File: src/rtl/alu_pkg.sv
package alu_pkg;
  typedef enum logic [1:0] {
    OP_AND = 2'd0,
    OP_OR  = 2'd1,
    OP_NOR = 2'd2,
    OP_SUM = 2'd3
  } alu_op_e;
endpackage

File: src/rtl/alu_slice.sv
module alu_slice
  import alu_pkg::*;
(
  input  logic    ai,
  input  logic    bi,
  input  logic    ci,
  input  logic    inv_b,
  input  alu_op_e op,
  output logic    b_used,
  output logic    sum,
  output logic    res,
  output logic    co
);
  logic bx;

  always_comb begin
    bx     = bi ^ inv_b;
    b_used = bx;
    sum    = ai ^ bx ^ ci;
    co     = (ai & bx) | (ai & ci) | (bx & ci);
    unique case (op)
      OP_AND:  res = ai & bi;
      OP_OR:   res = ai | bi;
      OP_NOR:  res = ~(ai | bi);
      default: res = sum;
    endcase
  end
endmodule

File: src/rtl/alu_chain.sv
module alu_chain
  import alu_pkg::*;
#(
  parameter int WIDTH = 32
) (
  input  logic [WIDTH-1:0] a,
  input  logic [WIDTH-1:0] b,
  input  alu_op_e          op,
  input  logic             sub,
  output logic [WIDTH-1:0] res,
  output logic             cout,
  output logic             a_top,
  output logic             b_top,
  output logic             s_top
);
  localparam int MSB = WIDTH - 1;

  logic [WIDTH:0]   carry;
  logic [WIDTH-1:0] sums;
  logic [WIDTH-1:0] b_fed;

  assign carry[0] = sub;

  for (genvar i = 0; i < WIDTH; i++) begin : g_slice
    alu_slice u_slice (
      .ai    (a[i]),
      .bi    (b[i]),
      .ci    (carry[i]),
      .inv_b (sub),
      .op    (op),
      .b_used(b_fed[i]),
      .sum   (sums[i]),
      .res   (res[i]),
      .co    (carry[i+1])
    );
  end

  assign cout  = carry[WIDTH];
  assign a_top = a[MSB];
  assign b_top = b_fed[MSB];
  assign s_top = sums[MSB];
endmodule

File: src/rtl/alu_flags.sv
module alu_flags
  import alu_pkg::*;
(
  input  alu_op_e op,
  input  logic    signed_en,
  input  logic    cout,
  input  logic    a_top,
  input  logic    b_top,
  input  logic    s_top,
  output logic    carry,
  output logic    ovf,
  output logic    exc
);
  logic arith;
  logic ovf_raw;

  always_comb begin
    arith   = (op == OP_SUM);
    ovf_raw = (a_top == b_top) && (s_top != a_top);
    carry   = arith & cout;
    ovf     = arith & ovf_raw;
    exc     = ovf & signed_en;
  end
endmodule

File: src/rtl/bitslice_alu.sv
module bitslice_alu
  import alu_pkg::*;
#(
  parameter int WIDTH = 32
) (
  input  logic             clk,
  input  logic             rst,
  input  logic [WIDTH-1:0] a_in,
  input  logic [WIDTH-1:0] b_in,
  input  logic [1:0]       op_sel,
  input  logic             sub_en,
  input  logic             signed_en,
  output logic [WIDTH-1:0] result_q,
  output logic             carry_q,
  output logic             ovf_q,
  output logic             exc_q
);
  alu_op_e          op;
  logic [WIDTH-1:0] res_d;
  logic             cout, a_top, b_top, s_top;
  logic             carry_d, ovf_d, exc_d;

  assign op = alu_op_e'(op_sel);

  alu_chain #(.WIDTH(WIDTH)) u_chain (
    .a    (a_in),
    .b    (b_in),
    .op   (op),
    .sub  (sub_en),
    .res  (res_d),
    .cout (cout),
    .a_top(a_top),
    .b_top(b_top),
    .s_top(s_top)
  );

  alu_flags u_flags (
    .op       (op),
    .signed_en(signed_en),
    .cout     (cout),
    .a_top    (a_top),
    .b_top    (b_top),
    .s_top    (s_top),
    .carry    (carry_d),
    .ovf      (ovf_d),
    .exc      (exc_d)
  );

  always_ff @(posedge clk) begin
    if (rst) begin
      result_q <= '0;
      carry_q  <= 1'b0;
      ovf_q    <= 1'b0;
      exc_q    <= 1'b0;
    end else begin
      result_q <= res_d;
      carry_q  <= carry_d;
      ovf_q    <= ovf_d;
      exc_q    <= exc_d;
    end
  end


  exc_unsigned_chk: assert property (@(posedge clk) disable iff (rst)
    exc_q |-> $past(signed_en));


  ovf_logic_chk: assert property (@(posedge clk) disable iff (rst)
    ovf_q |-> ($past(op_sel) == 2'd3));


  carry_logic_chk: assert property (@(posedge clk) disable iff (rst)
    carry_q |-> ($past(op_sel) == 2'd3));


  sub_carry_chk: assert property (@(posedge clk) disable iff (rst)
    (carry_q && $past(op_sel) == 2'd3 && $past(sub_en)) |-> ($past(a_in) >= $past(b_in)));


  reset_clear_chk: assert property (@(posedge clk) disable iff (rst)
    $past(rst) |-> (result_q == '0 && !carry_q && !ovf_q && !exc_q));
endmodule

File: config.mk
export PLATFORM = sky130hd
export DESIGN_NAME = bitslice_alu
export DESIGN_NICKNAME = d
export VERILOG_FILES = /design/src/rtl/alu_pkg.sv /design/src/rtl/alu_slice.sv /design/src/rtl/alu_chain.sv /design/src/rtl/alu_flags.sv /design/src/rtl/bitslice_alu.sv
export SDC_FILE = /design/constraint.sdc
export NUM_CORES = 1
export LEC_CHECK = 0
export ABC_AREA = 1
export BUFFER_PORTS_ARGS = -buffer_cell sky130_fd_sc_hd__buf_2
export CAP_MARGIN = 0
export CORE_MARGIN = 5
export CORE_UTILIZATION = 52
export DETAILED_ROUTE_END_ITERATION = 7
export PLACE_DENSITY = 0.89
export SLEW_MARGIN = 20
export SYNTH_ARGS = -nofsm -noshare
export SYNTH_HDL_FRONTEND = slang
export SYNTH_SLANG_ARGS = --single-unit
File: constraint.sdc
create_clock -name clk -period 17.6 [get_ports clk]
set_input_delay 0 -clock clk [delete_from_list [all_inputs] [get_ports clk]]
set_output_delay 0 -clock clk [all_outputs]
set_load 0.03 [all_outputs]
==> results of run 1 <==
==> logic make-up after synthesis <==
logic type / share of synthesized area [%]
fa+ha+maj: 20.1
buf+inv: 11.9
xor+xnor: 8.90
flops: 22.2
compound gates: 9.81
simple gates: 27.1
==> flip-flops by register name (all words and copies together), names as in the netlist <==
signal / cells
exc_q: 1
ovf_q: 1
carry_q: 1
result_q: 32
==> critical path, delay by kind of cell <==
kind | cells | cell delay (ns)
AO/OA/AOI/OAI | 1 | 0.22
XOR/XNOR | 1 | 0.13
adder cells (fa/ha/maj) | 31 | 12.22
buffers and inverters | 4 | 0.63
AND/OR/NAND/NOR | 2 | 0.23
==> cell type report <==
type	instances	area [um^2]	share of cell area (%)
Clock inverter	2	35.0	0.929
Inverter	65	246	6.54
Sequential cell	35	701	18.6
Tap cell	75	93.8	2.49
Clock buffer	6	82.6	2.19
Timing Repair Buffer	106	538	14.3
Multi-Input combinational cell	336	2070	55.0
==> layout by cell type, fill, tap and decap left out, drive strengths merged <==
cell         Yosys  layout
a21oi            7       7
inv             65      65
xnor2           31      31
buf             19     105
clkbuf           1       6
nor2            39      39
dlygate4sd3      0       1
nand3            9       9
clkinv           0       1
or2              7       7
bufinv           0       1
xor2             1       1
dfxtp           35      35
fa              31      31
nand2          156     156
o21ai           54      54
ha               1       1
==> layer usage <==
metal | vias up | share of wire, % | GRT usage (%)
met5 | - | 0 | 0
met4 | 0 | 1.4 | 6.83
met3 | 12 | 5.9 | 3.10
met2 | 92 | 54 | 40.3
met1 | 1387 | 39 | 24.5
li1 | 1543 | - | -
==> final timing paths <==
check | from | slack [ns] | to
setup / recovery | sub_en | 4.37 | exc_q
hold / removal | a_in[18] | 0.05 | result_q[18]
==> power by group <==
part	total, W	switching (W)	internal (W)
combinational	0.000108	0.0000675	0.0000400
clock	0.0000778	0.0000319	0.0000459
sequential	0.0000895	0.00000200	0.0000875
total	0.000275	0.000101	0.000173
==> stage by stage <==
stage / util [%] / std cells / hold slack (ns) / setup slack, ns
final: 63.7 / 625 / 0.0541 / 4.37
after global routing: 63.7 / 625 / 0.0660 / 3.93
after CTS: 63.7 / 625 / 0.0484 / 4.43
after detailed placement: 61.5 / 616 / 0.232 / 4.16
after global placement: 61.5 / 616 / 0.214 / 4.43
after floorplan: - / 456 / 0.112 / 4.94
==> results.sh, run 1 <==
export IMPL_drt_via_density=4.85
export IMPL_clock_tree_root_cell="clkbuf_8"
export IMPL_whs_path_depth=4
export IMPL_leakagePower_nw=1.99
export IMPL_ys_flop_type="dfxtp_1"
export IMPL_clk_path_buf_depth=2
export IMPL_postLayoutCellArea_mm2=0.00377
export IMPL_finalPower_w=0.000275
export IMPL_tightestPinTransition_ns=0.881
export IMPL_antenna_left=0
export IMPL_critical_path_required_time_ns=17.83
export IMPL_rsz0062_at_grt="no"
export IMPL_h_tree_depth=2
export IMPL_postSynthNetCount=558
export IMPL_placedInstanceArea_mm2=0.00364
export IMPL_synth_largest_area_cell="dfxtp_1"
export IMPL_synth_seq_area_share_pct=22.2
export IMPL_totalNegativeSetupSlack_ns=0
export IMPL_drtIter0Drc=124
export IMPL_max_freq_mhz=75.6
export IMPL_synth_most_common_cell="nand2_1"
export IMPL_initial_antenna_violation_count=0
export IMPL_synth_area_top_cells="dfxtp_1 22%, fa_1 20%, nand2_1 18%"
export IMPL_postCtsSetupBuffers=0
export IMPL_layout_drive_gt1_share_pct=21.8
export IMPL_grt_first_pass_wirelength_mm=13.1
export IMPL_routed_wl_mm=7.90
export IMPL_final_min_period_over_clock_period_pct=75.2
export IMPL_fin_nets=651
export IMPL_port_buffers=104
export IMPL_drc_errors=0
export IMPL_synth_top_area_share_pct=22.2
export IMPL_coreArea_mm2=0.00592
export IMPL_num_fill_cells=544
export IMPL_post_synth_num_cell_types=23
export IMPL_initial_core_util_pct=53.2
export IMPL_status="finished clean"
export IMPL_yosysWarnings=0
export IMPL_worst_path_max_fanout=32
export IMPL_vdd_drop_max_uv=43.4
export IMPL_post_dp_hpwl_mm=5.95
export IMPL_via_count_of_the_first_global_routing_pass=3055
export IMPL_synth_top_cells_by_count="155 x nand2_1, 62 x inv_1, 39 x o21ai_0, 37 x nor2_1, 35 x dfxtp_1"
export IMPL_postSynthAreaPerCell_um2=6.91
export IMPL_final_hold_violation_count=0
export IMPL_maxCapViolations=0
export IMPL_post_route_min_period_ns=13.23
export IMPL_grt_overflow_total=0
export IMPL_grt_max_degree=47
export IMPL_critPathMaxStageDelay_ns=0.53
export IMPL_finalSetupViolations=0
export IMPL_areaGrowthSynthToFinish_pct=19.7
export IMPL_powerDensity_mw_per_mm2=72.9
export IMPL_holdBufCountCts=1
export IMPL_route_vias_total=3034
export IMPL_die_area_mm2=0.00771
export IMPL_groute_usage_overall_pct=21.3
export IMPL_async_flop_share_pct=0
export IMPL_fp_row_count=28
export IMPL_critical_path_arrival_ns=13.46
export IMPL_fp_dieH_um=87.8
export IMPL_post_drt_wl_per_cell_um=12.6
export IMPL_antenna_cells=0
export IMPL_cp_start_kind="input port"
export IMPL_post_cts_resized=0
export IMPL_drt_pre_antenna_iters=5
export IMPL_worst_path_most_repeated_cell="fa_1"
export IMPL_hold_path_class="input port to flop"
export IMPL_globalplace_congestion=0.789
export IMPL_setup_worst_path_class="input port to flop"
export IMPL_cts_reportedPaths_clkPinSlew_ns=0.08
export IMPL_timing_max_slew_rel_slack_pct=41.2
export IMPL_design_portCount=105
export IMPL_setup_worst_path_end_class="flop"
export IMPL_cts_sinks=35
export IMPL_ys_ff_latch=35
export IMPL_synth_edf_count=0
export IMPL_timing_critical_path_slowest_stage_cell="fa_1"
export IMPL_floorplan_die_width_um=87.8
export IMPL_tritoncts_buffers=5
export IMPL_cts_tree="built"
export IMPL_syn_area_mm2=0.00315
export IMPL_synthCells=456
export IMPL_final_max_slew_viol_count=0
Note: power is estimated with default switching activity, not from simulation.
==> run 2: changes to the inputs <==
--- a/config.mk
+++ b/config.mk
@@ -9,9 +9,9 @@
 export BUFFER_PORTS_ARGS = -buffer_cell sky130_fd_sc_hd__buf_2
 export CAP_MARGIN = 0
 export CORE_MARGIN = 5
-export CORE_UTILIZATION = 52
+export CORE_UTILIZATION = 47
 export DETAILED_ROUTE_END_ITERATION = 7
-export PLACE_DENSITY = 0.89
+export PLACE_DENSITY = 0.85
 export SLEW_MARGIN = 20
 export SYNTH_ARGS = -nofsm -noshare
 export SYNTH_HDL_FRONTEND = slang
==> constraint.sdc (replaced) <==
create_clock -name clk -period 11.55 [get_ports clk]
set_input_delay 0 -clock clk [delete_from_list [all_inputs] [get_ports clk]]
set_output_delay 0 -clock clk [all_outputs]
set_load 0.03 [all_outputs]
==> run 2 against run 1 <==
First-iteration DRC count rose by 11%. Sequential power rose by 52%. Largest power group unchanged. Sequential cell count did not move. Largest cell class unchanged. Total power rose by 47%. Die area rose by 9.4%. Critical path depth fell by 1. Non-clock buffer count rose by 3. Final cell count rose by 0.80%. Cell area rose by 2.8%. Via count rose by 3.3%. Utilization fell by 3.3 points.
==> results.sh, run 2 (same netlist as run 1, synthesis figures left out) <==
export IMPL_worst_hold_startpoint="b_in[18]"
export IMPL_antenna_left=0
export IMPL_cp_endpoint="exc_q"
export IMPL_fp_row_count=29
export IMPL_initial_core_util_pct=49.0
export IMPL_fp_dieH_um=91.9
export IMPL_setup_worst_path_end_class="flop"
export IMPL_num_fill_cells=590
export IMPL_max_flop_register="result_q"
export IMPL_placedInstanceArea_mm2=0.00373
export IMPL_final_hold_violation_count=0
export IMPL_cp_start_kind="input port"
export IMPL_drt_via_density=4.97
export IMPL_worst_setup_path_startpoint="sub_en"
export IMPL_worst_setup_slack_before_clock_tree_synthesis_ns=-0.371
export IMPL_cts_tree="built"
export IMPL_clk_path_buf_depth=2
export IMPL_clock_tree_root_cell="clkbuf_8"
export IMPL_grt_overflow_total=0
export IMPL_fin_ws_ns=0.161
export IMPL_cts_reportedPaths_clkPinSlew_ns=0.08
export IMPL_worst_path_most_repeated_cell="fa_2"
export IMPL_layout_drive_gt1_share_pct=28.0
export IMPL_vdd_drop_max_uv=59.7
export IMPL_critPathMaxStageDelay_ns=0.53
export IMPL_timing_critical_path_slowest_stage_cell="fa_1"
export IMPL_worst_path_max_fanout=4
export IMPL_final_max_slew_viol_count=0
export IMPL_final_min_period_over_clock_period_pct=98.6
export IMPL_via_count_of_the_first_global_routing_pass=3131
export IMPL_grt_max_degree=47
export IMPL_drtIter0Drc=138
export IMPL_max_freq_mhz=87.8
export IMPL_finalSetupViolations=0
export IMPL_die_area_mm2=0.00844
export IMPL_leakagePower_nw=1.97
export IMPL_initial_antenna_violation_count=0
export IMPL_totalNegativeSetupSlack_ns=0
export IMPL_post_dp_hpwl_mm=6.13
export IMPL_route_vias_total=3133
export IMPL_setup_worst_path_class="input port to flop"
export IMPL_status="finished clean"
export IMPL_fin_worst_hold_slack_ns=0.0534
export IMPL_tightestPinTransition_ns=0.922
export IMPL_grt_first_pass_wirelength_mm=14.2
export IMPL_port_buffers=104
export IMPL_critical_path_required_time_ns=11.78
export IMPL_hold_path_class="input port to flop"
export IMPL_antenna_cells=0
export IMPL_coreArea_mm2=0.00642
export IMPL_post_drt_wl_per_cell_um=13.2
export IMPL_post_route_min_period_ns=11.39
export IMPL_powerDensity_mw_per_mm2=104
export IMPL_h_tree_depth=2
export IMPL_timing_max_slew_rel_slack_pct=38.5
export IMPL_globalplace_congestion=0.836
export IMPL_postLayoutCellArea_mm2=0.00388
export IMPL_largest_reg_flops=32
export IMPL_floorplan_die_width_um=91.9
export IMPL_routed_wl_mm=8.32
export IMPL_mostFrequentLayoutCell="nand2_1"
export IMPL_design_portCount=105
export IMPL_cts_sinks=35
export IMPL_final_core_util_pct=60.4
export IMPL_groute_usage_overall_pct=20.6
export IMPL_drt_pre_antenna_iters=5
export IMPL_ff_latch_area_um2=701
export IMPL_areaGrowthSynthToFinish_pct=23.1
export IMPL_drc_errors=0
export IMPL_layout_common_cells="154 x nand2_1, 102 x buf_2, 61 x inv_1, 38 x o21ai_0, 37 x nor2_1"
export IMPL_rsz0062_at_grt="yes"
export IMPL_tritoncts_buffers=5
export IMPL_fin_nets=654
export IMPL_critical_path_arrival_ns=11.62
export IMPL_maxCapViolations=0
export IMPL_multi_input_area_mm2=0.00217
[run 2: worst min-delay path by stage]
stage               cells after the start            to  slack (ns)
floorplan                               2         exc_q        0.11
global placement                        3         exc_q        0.23
detailed placement                      3         exc_q        0.23
CTS                                     4  result_q[18]        0.05
global route                            4  result_q[18]        0.05
finish                                  4  result_q[18]        0.05
[run 2: repair_timing]
| item | CTS | global route |
|---|---|---|
| gates resized for setup | 2 | 14 |
| setup buffers | 0 | 1 |
| pin swaps | 0 | 4 |
| endpoints found under the setup margin | 2 | 3 |
| hold buffers | 1 | 0 |
| endpoints found under the hold margin | 1 | 0 |
[run 2: critical path, delay by kind of cell]
family / cells / cell delay (ns)
adder cells (fa/ha/maj): 31 / 10.92
AND/OR/NAND/NOR: 2 / 0.21
buffers and inverters: 3 / 0.20
XOR/XNOR: 1 / 0.13
AO/OA/AOI/OAI: 1 / 0.12
[run 2: layer usage]
metal / track usage [%] / wire (um)
met3: 3.85 / 520
met5: 0 / 0
met2: 36.6 / 4240
met1: 25.3 / 3460
met4: 6.19 / 102
[run 2: area by class of cell]
class                           count  area share (%)
Multi-Input combinational cell    336            56.1
Sequential cell                    35            18.1
Timing Repair Buffer              109            14.9
Inverter                           65            6.36
Tap cell                           77            2.49
Clock buffer                        7            1.97
Clock inverter                      1           0.129
[run 2: through the flow]
step | instances | power (W)
after global routing | 630 | 0.000436
after floorplan | 456 | 0.000259
after CTS | 629 | 0.000401
after detailed placement | 620 | 0.000309
final | 630 | 0.000403
after global placement | 620 | 0.000301
[run 2: where the power goes]
group	internal, W	switching, W
clock network	0.0000425	0.0000490
registers	0.000133	0.00000297
logic	0.0000677	0.000107
==> run 3: changes to the inputs <==
--- a/config.mk
+++ b/config.mk
@@ -9,10 +9,11 @@
 export BUFFER_PORTS_ARGS = -buffer_cell sky130_fd_sc_hd__buf_2
 export CAP_MARGIN = 0
 export CORE_MARGIN = 5
-export CORE_UTILIZATION = 47
+export CORE_UTILIZATION = 52
+export CTS_CLUSTER_SIZE = 28
 export DETAILED_ROUTE_END_ITERATION = 7
-export PLACE_DENSITY = 0.85
-export SLEW_MARGIN = 20
+export PLACE_DENSITY = 0.86
 export SYNTH_ARGS = -nofsm -noshare
 export SYNTH_HDL_FRONTEND = slang
+export SYNTH_HIERARCHICAL = 1
 export SYNTH_SLANG_ARGS = --single-unit
==> run 3 against run 2 <==
Fmax up 19%. Routed wire length up 46%. Combinational power rose by 47%. First-iteration DRC count rose to 2.9 times the previous value. Count of clock-buffer cells in the layout is 1 lower. Largest cell class unchanged. Non-clock buffer count is 3 lower.
==> results.sh, run 3 <==
export IMPL_synth_most_common_cell="nand2_1"
export IMPL_via_count_of_the_first_global_routing_pass=5438
export IMPL_synth_edf_count=0
export IMPL_cts_tree="built"
export IMPL_fp_dieH_um=111
export IMPL_gr_max_usage_layer="met2"
export IMPL_fin_nets=1262
export IMPL_design_portCount=105
export IMPL_syn_area_mm2=0.00533
export IMPL_final_min_period_over_clock_period_pct=82.8
export IMPL_clk_path_buf_depth=2
export IMPL_drt_pre_antenna_iters=5
export IMPL_grt_max_degree=98
export IMPL_final_hold_violation_count=0
export IMPL_port_buffers=104
export IMPL_synth_top_area_share_pct=31.7
export IMPL_rsz0062_at_grt="no"
export IMPL_worst_path_max_fanout=48
export IMPL_fp_row_count=37
export IMPL_post_route_min_period_ns=9.56
export IMPL_initial_antenna_violation_count=1
export IMPL_final_max_slew_viol_count=0
export IMPL_ys_flop_type="dfxtp_1"
export IMPL_drtIter0Drc=401
export IMPL_coreArea_mm2=0.0101
export IMPL_ff_latch_area_um2=701
export IMPL_holdBufCountCts=0
export IMPL_post_dp_hpwl_mm=9.06
export IMPL_clock_tree_root_cell="clkbuf_8"
export IMPL_status="finished clean"
export IMPL_tritoncts_buffers=5
export IMPL_met1_usage_pct=23.1
export IMPL_use_met3_pct=2.35
export IMPL_areaGrowthSynthToFinish_pct=13.7
export IMPL_floorplan_die_width_um=111
export IMPL_postCtsSetupBuffers=0
export IMPL_critPathMaxStageDelay_ns=0.44
export IMPL_cts_sinks=35
export IMPL_globalRouteMet2Util_pct=36.8
export IMPL_layout_common_cells="450 x nand2_1, 193 x nand2_2, 138 x inv_1, 102 x buf_2"
export IMPL_leakagePower_nw=4.09
export IMPL_synth_seq_area_share_pct=13.2
export IMPL_multi_input_area_mm2=0.00381
export IMPL_ys_ff_latch=35
export IMPL_critical_path_required_time_ns=11.69
export IMPL_synth_area_top_cells="nand2_1 32%, nand2_2 23%, dfxtp_1 13%"
export IMPL_max_freq_mhz=105
export IMPL_worst_path_most_repeated_cell="nand2_1"
export IMPL_grt_overflow_total=0
export IMPL_mostFrequentLayoutCell="nand2_1"
export IMPL_die_area_mm2=0.0124
export IMPL_vdd_drop_max_uv=50.8
export IMPL_timing_critical_path_slowest_stage_cell="buf_4"
export IMPL_route_vias_total=6180
export IMPL_max_flop_register="result_q"
export IMPL_antenna_cells=0
export IMPL_synth_top_cells_by_count="450 x nand2_1, 193 x nand2_2, 138 x inv_1, 66 x nand3_1, 66 x nor2_1"
export IMPL_h_tree_depth=2
export IMPL_num_fill_cells=1030
export IMPL_postSynthNetCount=1154
export IMPL_post_synth_num_cell_types=11
export IMPL_drt_via_density=4.66
export IMPL_fin_ws_ns=1.99
export IMPL_cp_start_kind="input port"
export IMPL_maxCapViolations=0
export IMPL_worst_setup_slack_before_clock_tree_synthesis_ns=1.74
export IMPL_initial_core_util_pct=52.5
export IMPL_globalplace_congestion=0.819
export IMPL_groute_usage_overall_pct=19.4
export IMPL_worst_path_dominant_cell_family="simple AND/OR/NAND/NOR gates"
export IMPL_powerDensity_mw_per_mm2=78.7
export IMPL_antenna_left=0
export IMPL_totalNegativeSetupSlack_ns=0
export IMPL_synthCells=1084
export IMPL_post_cts_resized=0
export IMPL_cts_reportedPaths_clkPinSlew_ns=0.07
export IMPL_grt_first_pass_wirelength_mm=21.6
export IMPL_setup_worst_path_end_class="flop"
export IMPL_synth_largest_area_cell="nand2_1"
export IMPL_critical_path_arrival_ns=9.70
export IMPL_finalSetupViolations=0
export IMPL_hold_path_class="input port to flop"
export IMPL_cp_num_buf_inv=35
export IMPL_async_flop_share_pct=0
export IMPL_largest_reg_flops=32
export IMPL_layout_drive_gt1_share_pct=31.2
export IMPL_drc_errors=0
export IMPL_postSynthAreaPerCell_um2=4.91
export IMPL_post_drt_wl_per_cell_um=9.17
export IMPL_tightestPinTransition_ns=0.983
export IMPL_yosysWarnings=6
export IMPL_timing_max_slew_rel_slack_pct=34.5
export IMPL_setup_worst_path_class="input port to flop"
export IMPL_routed_wl_mm=12.2
run 3: cell count changes in the layout (fill, tap and decap cells not counted), moves of 3 or more:
cell | before | now
nand2_1 | 154 | 450
xnor2_1 | 31 | 0
a21oi_1 | 7 | 0
fa_2 | 30 | 0
nand3_1 | 9 | 66
o21ai_1 | 14 | 0
nor2_1 | 37 | 66
o21ai_0 | 38 | 64
nor2_2 | 0 | 3
or2_0 | 7 | 0
nand2_2 | 1 | 193
inv_2 | 3 | 64
inv_1 | 61 | 138
run 3: final cells by class:
cell class                      count  area share (%)
Multi-Input combinational cell    842            63.0
Timing Repair Buffer              106            8.93
Sequential cell                    35            11.6
Inverter                          202            12.5
Tap cell                          136            2.81
Clock buffer                        6            1.20
run 3: where the power goes:
group / total, W / leakage (nW) / internal (W) / switching [W]
clock: 0.0000859 / 0.0371 / 0.0000404 / 0.0000455
sequential: 0.000133 / 0.291 / 0.000130 / 0.00000225
combinational: 0.000258 / 3.76 / 0.0000863 / 0.000172
run 3: final timing paths:
kind | start | to | slack (ns) | depth (start not counted)
hold / removal | signed_en | exc_q | 0.03 | 5
setup / recovery | sub_en | exc_q | 1.99 | 138
run 3: cell families (layout without fill, tap and decap cells):
group / Yosys count / in the layout / synth area share [%]
flip-flops: 35 / 35 / 13.2
buffers and inverters: 207 / 314 / 15.2
AO/OA/AOI/OAI: 64 / 64 / 6.02
AND/OR/NAND/NOR: 778 / 778 / 65.6
run 3: per-stage QoR:
step	area [um^2]	cells	util [%]	hold WS (ns)	total power, W
final	6060	1327	59.7	0.0307	0.000477
after global routing	6060	1327	59.7	0.0468	0.000523
after CTS	6060	1327	59.7	0.0349	0.000480
after detailed placement	5980	1321	59.0	0.335	0.000394
after global placement	5980	1321	59.0	0.328	0.000387
after floorplan	5330	1084	-	0.188	0.000327
run 3: layer usage:
metal,wire (um),up-vias
met2,6010,91
met1,5570,2661
met4,166,2
li1,-,3412
met3,410,14
met5,13,-
run 3: worst min-delay path, delay by kind of cell:
family	cells	cell delay, ns
AND/OR/NAND/NOR	2	0.07
buffers and inverters	3	0.20
